`config.mk`:
```
export PLATFORM = sky130hd
export DESIGN_NAME = trig_chain_resolver
export DESIGN_NICKNAME = d
export VERILOG_FILES = /design/src/rtl/trig_pkg.sv /design/src/rtl/trig_cfg_regs.sv /design/src/rtl/trig_match.sv /design/src/rtl/trig_pair.sv /design/src/rtl/trig_chain_resolver.sv
export SDC_FILE = /design/constraint.sdc
export NUM_CORES = 2
export LEC_CHECK = 0
export BUFFER_PORTS_ARGS = -buffer_cell sky130_fd_sc_hd__buf_2
export CAP_MARGIN = 20
export CORE_MARGIN = 2
export CORE_UTILIZATION = 35
export CTS_CLUSTER_DIAMETER = 40
export DETAILED_ROUTE_END_ITERATION = 8
export PLACE_DENSITY = 0.63
export SLEW_MARGIN = 5
export SYNTH_ARGS = -nofsm -noshare
export SYNTH_HDL_FRONTEND = slang
export SYNTH_SLANG_ARGS = --single-unit
```
`constraint.sdc`:
```
create_clock -name clk_i -period 3.7 [get_ports clk_i]
set_input_delay 0.555 -clock clk_i [delete_from_list [all_inputs] [get_ports clk_i]]
set_output_delay 0.555 -clock clk_i [all_outputs]
set_load 0.05 [all_outputs]
```
`src/rtl/trig_pkg.sv`:
```
`timescale 1ns/1ps
package trig_pkg;

  typedef enum logic [1:0] {
    KIND_NONE  = 2'd0,
    KIND_FETCH = 2'd1,
    KIND_LOAD  = 2'd2,
    KIND_STORE = 2'd3
  } kind_e;

  typedef enum logic [1:0] {
    MT_EQ    = 2'd0,
    MT_GE    = 2'd1,
    MT_LT    = 2'd2,
    MT_NEVER = 2'd3
  } mtype_e;

  typedef struct packed {
    logic   en;
    mtype_e mtype;
    logic   sel;
    logic   timing;
    logic   action;
    logic   chain;
  } trig_cfg_t;

  // fixed access kind per trigger position
  function automatic kind_e trig_kind(int unsigned idx);
    case (idx)
      0, 1, 6, 8: trig_kind = KIND_FETCH;
      2, 3, 7:    trig_kind = KIND_STORE;
      4, 5, 9:    trig_kind = KIND_LOAD;
      default:    trig_kind = KIND_FETCH;
    endcase
  endfunction

endpackage

```
`src/rtl/trig_cfg_regs.sv`:
```
`timescale 1ns/1ps
module trig_cfg_regs
  import trig_pkg::*;
#(
  parameter int NUM_TRIG = 10,
  parameter int DATA_W   = 64,
  localparam int IDX_W   = $clog2(NUM_TRIG)
) (
  input  logic                             clk_i,
  input  logic                             rst_ni,
  input  logic                             we_i,
  input  logic [IDX_W-1:0]                 idx_i,
  input  trig_cfg_t                        cfg_i,
  input  logic [DATA_W-1:0]                tdata_i,
  output trig_cfg_t [NUM_TRIG-1:0]         cfg_o,
  output logic [NUM_TRIG-1:0][DATA_W-1:0]  tdata_o
);

  trig_cfg_t [NUM_TRIG-1:0]        cfg_q;
  logic [NUM_TRIG-1:0][DATA_W-1:0] tdata_q;

  for (genvar g = 0; g < NUM_TRIG; g++) begin : g_entry
    logic sel_w;
    assign sel_w = we_i && (idx_i == IDX_W'(g));

    always_ff @(posedge clk_i or negedge rst_ni) begin
      if (!rst_ni) begin
        cfg_q[g]   <= '0;
        tdata_q[g] <= '0;
      end else if (sel_w) begin
        cfg_q[g]   <= cfg_i;
        tdata_q[g] <= tdata_i;
      end
    end
  end

  assign cfg_o   = cfg_q;
  assign tdata_o = tdata_q;

endmodule

```
`src/rtl/trig_match.sv`:
```
`timescale 1ns/1ps
module trig_match
  import trig_pkg::*;
#(
  parameter int    DATA_W = 64,
  parameter kind_e KIND   = KIND_FETCH
) (
  input  trig_cfg_t          cfg_i,
  input  logic [DATA_W-1:0]  tdata_i,
  input  logic [DATA_W-1:0]  val_i,
  input  kind_e              kind_i,
  output logic               hit_o
);

  localparam bit IS_LOAD = (KIND == KIND_LOAD);

  logic cmp_ok;
  logic sel_block;

  always_comb begin
    unique case (cfg_i.mtype)
      MT_EQ:   cmp_ok = (tdata_i == val_i);
      MT_GE:   cmp_ok = (tdata_i >= val_i);
      MT_LT:   cmp_ok = (tdata_i <  val_i);
      default: cmp_ok = 1'b0;
    endcase
  end

  // load data compare unsupported
  assign sel_block = IS_LOAD && cfg_i.sel;
  assign hit_o     = cfg_i.en && (kind_i == KIND) && !sel_block && cmp_ok;

endmodule

```
`src/rtl/trig_pair.sv`:
```
`timescale 1ns/1ps
module trig_pair
  import trig_pkg::*;
#(
  parameter kind_e LO_KIND = KIND_FETCH,
  parameter kind_e HI_KIND = KIND_FETCH
) (
  input  logic [1:0] hit_i,
  input  logic [1:0] chain_i,
  input  logic [1:0] timing_i,
  output logic [1:0] fire_o,
  output logic       chain_eff_o
);

  localparam bit CHAIN_OK = !((LO_KIND == KIND_STORE) && (HI_KIND == KIND_STORE));

  logic both;

  assign chain_eff_o = CHAIN_OK && (|chain_i);
  assign both        = (&hit_i) && (timing_i[0] == timing_i[1]);
  assign fire_o      = chain_eff_o ? {both, both} : hit_i;

endmodule

```
`src/rtl/trig_chain_resolver.sv`:
```
`timescale 1ns/1ps
module trig_chain_resolver
  import trig_pkg::*;
#(
  parameter int  NUM_PAIRS = 5,
  parameter int  DATA_W    = 64,
  localparam int NUM_TRIG  = 2 * NUM_PAIRS,
  localparam int IDX_W     = $clog2(NUM_TRIG)
) (
  input  logic                         clk_i,
  input  logic                         rst_ni,
  input  logic                         cfg_valid_i,
  input  logic [IDX_W-1:0]             cfg_idx_i,
  input  logic                         cfg_en_i,
  input  logic [1:0]                   cfg_mtype_i,
  input  logic                         cfg_select_i,
  input  logic                         cfg_timing_i,
  input  logic                         cfg_action_i,
  input  logic                         cfg_chain_i,
  input  logic [DATA_W-1:0]            cfg_tdata_i,
  input  logic [1:0]                   kind_i,
  input  logic [NUM_TRIG*DATA_W-1:0]   cmp_val_i,
  output logic [NUM_TRIG-1:0]          fire_o,
  output logic                         any_fire_o,
  output logic                         timing_o,
  output logic                         action_o
);

  trig_cfg_t                       wr_cfg;
  trig_cfg_t [NUM_TRIG-1:0]        cfg_q;
  logic [NUM_TRIG-1:0][DATA_W-1:0] tdata_q;
  logic [NUM_TRIG-1:0]             raw_hit;
  logic [NUM_TRIG-1:0]             timing_q;
  logic [NUM_TRIG-1:0]             action_q;
  logic [NUM_TRIG-1:0]             chain_q;
  logic [NUM_PAIRS-1:0]            chain_eff;
  kind_e                           kind;

  assign wr_cfg = '{en:     cfg_en_i,
                    mtype:  mtype_e'(cfg_mtype_i),
                    sel:    cfg_select_i,
                    timing: cfg_timing_i,
                    action: cfg_action_i,
                    chain:  cfg_chain_i};

  assign kind = kind_e'(kind_i);

  trig_cfg_regs #(
    .NUM_TRIG (NUM_TRIG),
    .DATA_W   (DATA_W)
  ) u_regs (
    .clk_i   (clk_i),
    .rst_ni  (rst_ni),
    .we_i    (cfg_valid_i),
    .idx_i   (cfg_idx_i),
    .cfg_i   (wr_cfg),
    .tdata_i (cfg_tdata_i),
    .cfg_o   (cfg_q),
    .tdata_o (tdata_q)
  );

  for (genvar g = 0; g < NUM_TRIG; g++) begin : g_trig
    trig_match #(
      .DATA_W (DATA_W),
      .KIND   (trig_kind(g))
    ) u_match (
      .cfg_i   (cfg_q[g]),
      .tdata_i (tdata_q[g]),
      .val_i   (cmp_val_i[g*DATA_W +: DATA_W]),
      .kind_i  (kind),
      .hit_o   (raw_hit[g])
    );
    assign timing_q[g] = cfg_q[g].timing;
    assign action_q[g] = cfg_q[g].action;
    assign chain_q[g]  = cfg_q[g].chain;
  end

  for (genvar p = 0; p < NUM_PAIRS; p++) begin : g_pair
    trig_pair #(
      .LO_KIND (trig_kind(2*p)),
      .HI_KIND (trig_kind(2*p+1))
    ) u_pair (
      .hit_i       (raw_hit[2*p+1 -: 2]),
      .chain_i     (chain_q[2*p+1 -: 2]),
      .timing_i    (timing_q[2*p+1 -: 2]),
      .fire_o      (fire_o[2*p+1 -: 2]),
      .chain_eff_o (chain_eff[p])
    );
  end

  assign any_fire_o = |fire_o;

  // lowest index wins
  always_comb begin
    timing_o = 1'b0;
    action_o = 1'b0;
    for (int t = NUM_TRIG - 1; t >= 0; t--) begin
      if (fire_o[t]) begin
        timing_o = timing_q[t];
        action_o = action_q[t];
      end
    end
  end

endmodule

```
# Word level (Yosys, flattened, before mapping)
# Cells that the tools add are included.
# word_totals
wordCells	221
inputBits	720
reg_bits	701
# op_classes
n_eq_ne	46
n_mux	34
n_reduce_logical	60
order_cmp	20
# ops
op	n
equality test 64 bit	10
greater-or-equal comparator 64 bit	10
less-than comparator 64 bit	10
logical AND 1 bit	37
one-hot mux 1 bit (3 select lines)	10
equality test 2 bit, second input constant	12
equality test 2 x 1 -> 1 bit, second input constant	11
logical NOT 2 bit	10
2-to-1 mux 1 bit	20
equality test 4 x 3 -> 1 bit, second input constant	4
OR reduction 10 bit	1
equality test 4 x 2 -> 1 bit, second input constant	2
equality test 4 bit, second input constant	2
2-to-1 mux 2 bit	4
AND reduction 2 bit	4
OR reduction 2 bit	4
equality test 1 bit	4
equality test 4 x 1 -> 1 bit, second input constant	1
logical NOT 4 bit	1
logical NOT 1 bit	3

# Logic depth before layout (Yosys ltp)
# depth
ltp_word	17
mapped_depth	13
ltp_nobuf	13

# Cells and area by module
# Synthesis repeated with hierarchy kept, for this count alone.
# unflattened
cells_unflattened	4008
area_unflattened_um2	44078.5
# modules_own_cells
mod	cells_per_inst	area_each_um2	instances	seq_area_each_um2
trig_cfg_regs	1582	26859.5	1	17767.0
trig_match at g_trig[0].u_match ...	237	1690.4	4	0.0
trig_match at g_trig[2].u_match ...	237	1687.9	3	0.0
trig_match at g_trig[4].u_match ...	236	1664.1	3	0.0
trig_chain_resolver	31	225.2	1	0.0
trig_pair at g_pair[0].u_pair ...	6	37.5	4	0.0
trig_pair at g_pair[1].u_pair	4	26.3	1	0.0

# Worst setup path before layout
# Ideal clock, no wire load.
# synth_timing
path_type	input -> output
start	input port cmp_val_i[638]
end	output port action_o
stages	13
arrival_ns	4.591
path_slack_ns	-1.446
cell_sequence	inv_1 ha_1 a21oi_1 nand2_1 a222oi_1 nand2_1 a2111oi_0 nand2_1 a31oi_1 a211oi_1 a221oi_1 o21ai_0 a21oi_1
# synth_between
elab_chain_len	16
word_cells_on_any_way	18
classes_between	2 x order compare; 1 x eq/ne; 12 x mux; 3 x reduce/logical
# synth_lines
item	line_no	text
start: declaration	trig_chain_resolver.sv:22	input logic [NUM_TRIG*DATA_W-1:0] cmp_val_i,
less-than comparator 64 bit (tied with other cells)	trig_match.sv:24	MT_LT: cmp_ok = (tdata_i < val_i);
one-hot mux 1 bit (3 select lines) (*)	trig_match.sv:21	unique case (cfg_i.mtype)
logical AND 1 bit (*)	trig_match.sv:31	assign hit_o = cfg_i.en && (kind_i == KIND) && !sel_block && cmp_ok;
AND reduction 2 bit	trig_pair.sv:20	assign both = (&hit_i) && (timing_i[0] == timing_i[1]);
logical AND 1 bit	trig_pair.sv:20	
2-to-1 mux 2 bit (*)	trig_pair.sv:21	assign fire_o = chain_eff_o ? {both, both} : hit_i;
named net fire_o[9]	trig_chain_resolver.sv:23	output logic [NUM_TRIG-1:0] fire_o,
2-to-1 mux 1 bit (*) (10 in series)	trig_chain_resolver.sv:98	if (fire_o[t]) begin
end: declaration	trig_chain_resolver.sv:26	output logic action_o
# The timed path passes the listed nets; every way through them passes the cells marked *.

# Worst setup path after layout
# layout_timing
start	register u_regs.tdata_q (netlist bit u_regs.tdata_o[383])
end	output port timing_o
# layout_between
elab_chain_len	12
word_cells_on_any_way	14
classes_between	2 x order compare; 1 x eq/ne; 8 x mux; 3 x reduce/logical
# layout_lines
item	line_no	text
start: declaration	trig_cfg_regs.sv:20	logic [NUM_TRIG-1:0][DATA_W-1:0] tdata_q;
start signal: indexed assignment	trig_cfg_regs.sv:32	tdata_q[g] <= tdata_i;
less-than comparator 64 bit (tied with other cells)	trig_match.sv:24	
one-hot mux 1 bit (3 select lines) (*)	trig_match.sv:21	
logical AND 1 bit (*)	trig_match.sv:31	
AND reduction 2 bit	trig_pair.sv:20	
logical AND 1 bit	trig_pair.sv:20	
2-to-1 mux 2 bit (*)	trig_pair.sv:21	
2-to-1 mux 1 bit	trig_chain_resolver.sv:98	
2-to-1 mux 1 bit (*) (5 in series)	trig_chain_resolver.sv:98	
end: declaration	trig_chain_resolver.sv:25	output logic timing_o,
# Every way passes the cells marked *; elsewhere a longest branch is shown, timed or not.

==> summary.txt <==
Synthesis
  – Mux share of post-synthesis cell area: 18.1%
  – Top-count cell post-synth: dfrtp_1
  – Yosys reg bits: around 700
  – Mean Syn Cell Area: roughly 11 um2
  – Post-synthesis adder-cell area fraction: 18.5%
  – Post-synth ARST share: 100%
  – Mapped cell area: between 0.04 and 0.05 mm2
  – Post-synth EDFFs: 0
  – Synth Net Count: roughly 5400
  – Synth area leaders: dfrtp_1 (40%), ha_1 (18%), mux2_2 (18%), inv_1 (5.9%), a21oi_1 (2.5%)
  – Cells after synthesis: between 4000 and 5000
  – Post-synthesis xor/xnor area fraction: less than 1%
  – Yosys top cell area share: between 40 and 50%
  – Main combinational cell family by area after synthesis: adder cells
  – Distinct cells, synth: 79
  – YS warnings: 0
  – Area leader, netlist: dfrtp_1
  – Top FF cell, synth: dfrtp_1
  – Post-synthesis sequential area ratio: between 40% and 50%
  – Compound-cell area share of the yosys netlist: roughly 7.9%
  – Post-synth top cells: dfrtp_1 (701), mux2_2 (692), inv_1 (683)
  – Post-Synth Simple-Gate Area: between 7 and 8%

Global routing
  – Total track usage: between 20 and 25%
  – Largest net degree at the start of global routing: 79
  – Global-route wire length before repair: between 200 and 250 mm
  – Vias in the first global route: 36600
  – Aggregate global routing overflow: 0
  – Antenna violations before repair: between 50 and 60

Power and ir drop
  – Static Leak: between 20 and 30 nW
  – Peak supply drop: between 0.4 and 0.5 mV
  – Total power: about 32 mW
  – Pwr/cell area: 554 mW/mm2

Setup path
  – Top cell by count, worst path: or3_4
  – Crit path arrival time: around 4.5 ns
  – Maximum fanout along the worst path: 4
  – Crit Path Category: flip-flop to primary output
  – Family with the most delay on the worst path: simple AND/OR/NAND/NOR gates
  – Worst-path cell chain: ha_4 -> nand4_1 -> or3_4 -> or4b_4 -> nor4_4 -> buf_4 -> a21oi_2 -> and3_4 -> or3_4 -> nor2b_4 -> a221oi_2 -> o2111ai_2 -> a31oi_4 -> buf_12
  – Critical path required time: about 3.1 ns
  – Crit-path max cell delay: 0.56 ns
  – CP startpoint kind: flip-flop
  – Critical-path top delay cell: or4b_4
  – Critical path capture point type: primary output
  – Critical path buffers and inverters: 2

Timing
  – Worst slew pin tran: slightly below 0.9 ns
  – Tmin final: about 5.1 ns
  – Slew Limit Headroom: between 40% and 50%
  – Fin crit share: 138%
  – Final setup viols: 13
  – Layout Skew: 0 ns
  – Hold WS: 0.0829 ns
  – Pins Over Slew Limit: 0
  – Fin. Hold Viols: 0
  – RSZ-0062 raised after global routing: true
  – Fin worst setup slack: -1.39 ns
  – Fmax: 0.196 GHz

Route
  – WL/cell: between 20 and 25 um
  – Post-route ant nets: 1
  – Final wirelength: around 160 mm
  – First-pass DRT Iterations: 5
  – DR iter-0 viols: between 1500 and 2000
  – DRC: 0
  – Via count: around 35000
  – DR vias/cell: around 5.1

Placed design
  – Gpl congestion: approximately 0.92
  – PortBufs: ~730
  – Dpl cell area: about 0.051 mm2
  – Hpwl dp: about 120 mm
  – Cells after DPL: between 6000 and 7000

Cells and area
  – Final Non-Filler Cells: just under 7000
  – Nets: around 6500
  – Fin util: around 47%
  – Layout cell share with drive strength beyond 1: roughly two fifths
  – Layout area overhead: 33.2%
  – Design Area, Final: just under 0.06 mm2

Clocking
  – H-Tree Depth: 4
  – Clk buf depth: 3
  – Clk slew on worst S/H paths: about 0.050 ns
  – Clk sinks: around 700
  – Root Buffer: clkbuf_16
  – Skew-Pair Late Insertion Delay: around 0.75 ns
  – CTS tree: built
  – Num CTS Buffers: 137

Run
  – MaxCap Viol Count: 0

Floorplan
  – Die Wd: approximately 360 um
  – Ports: roughly 730
  – Core area: approximately 0.12 mm2
  – Die Y-Extent: around 360 um
  – Full die area: around 0.13 mm2
  – FP Rows: about 130
  – Starting Density: 35.1%

Status
  – Result of the run: complete, but fails checks
  – Failing checks: antenna rules, setup timing

Hold path
  – Worst min-delay path class: input pin to flip-flop
==> cell families after synthesis <==
kind of cell    after synthesis
buf+inv                     829
flops                       701
mux                         699
simple gates                631
compound gates              550
xor+xnor                      3
fa+ha+maj                   640
==> timing repair <==
action | in CTS | in global routing
gates cloned | 0 | 0
resized for setup | 157 | 54
hold endpoints to repair | 61 | 0
endpoints found under the setup margin | 13 | 13
buffers inserted | 14 | 10
pin swaps | 72 | 37
hold buffers | 1 | 0
==> layout make-up <==
class,count,area (um2)
Fill cell,11500,65600
Multi-Input combinational cell,2523,24100
Sequential cell,701,17500
Timing Repair Buffer,1057,6570
Clock buffer,177,3870
Inverter,683,2570
Tap cell,1637,2050
Clock inverter,78,981
Antenna cell,29,72.6
==> state kept, by name, indices dropped and copies added, names as in the netlist <==
| name | flops |
|---|---|
| u_regs.cfg_o | 61 |
| u_regs.tdata_o | 640 |
==> cell usage in the layout (no fill, tap or decap), types with 15 or more instances in the layout <==
cell type	instances
buf_2	718
clkbuf_8	23
ha_4	42
nor3_1	33
ha_1	598
dfrtp_1	701
a21o_1	47
o21ai_0	91
clkinv_2	18
a21oi_1	202
clkinvlp_4	18
buf_12	24
buf_6	29
mux2_2	692
and4_1	15
nand2b_1	17
nand4_1	110
o211ai_1	19
nand2_1	160
clkbuf_16	140
diode_2	29
buf_4	283
a211oi_1	27
nand3_1	68
inv_1	677
nor2_1	85
nor2b_1	17
==> metrics by stage <==
| stage | setup TNS (ns) | setup WS [ns] |
|---|---|---|
| 2_1_floorplan | -0.913 | -0.345 |
| 3_3_place_gp | -13.07 | -1.62 |
| 3_5_place_dp | -13.17 | -1.64 |
| 4_1_cts | -13.02 | -1.52 |
| 5_1_grt | -14.01 | -1.65 |
| 6_report | -11.78 | -1.39 |
==> final timing paths <==
check,start,slack (ns),cells after the start,endpoint
setup / recovery,u_regs.tdata_o[383]$_DFFE_PN0P_,-1.39,14,timing_o
hold / removal,cfg_select_i,0.08,2,u_regs.cfg_o[31]$_DFFE_PN0P_
setup reg to reg,u_regs.tdata_o[480]$_DFFE_PN0P_,2.81,2,u_regs.tdata_o[480]$_DFFE_PN0P_
hold reg to reg,u_regs.cfg_o[57]$_DFFE_PN0P_,0.50,1,u_regs.cfg_o[57]$_DFFE_PN0P_
max in group asynchronous,rst_ni,2.07,3,u_regs.tdata_o[1]$_DFFE_PN0P_
min in group asynchronous,rst_ni,0.48,2,u_regs.tdata_o[428]$_DFFE_PN0P_
==> where the power goes <==
part           switching, mW  total (mW)  internal [mW]  leakage [nW]
clock                   4.57        13.0           8.44          2.34
sequential              1.10        10.6           9.48          8.59
combinational           4.04        8.36           4.31          18.8
total                   9.72        31.9           22.2          29.7
==> per-layer routing <==
| metal | share of wire (%) | global-route usage [%] | up-vias |
|---|---|---|---|
| met3 | 6.4 | 5.83 | 354 |
| met1 | 42 | 30.8 | 17400 |
| met2 | 47 | 41.7 | 999 |
| met4 | 4.0 | 9.97 | 58 |
| li1 | - | - | 16400 |
| met5 | 0.24 | 0 | - |
Note: power is estimated with default switching activity, not from simulation.
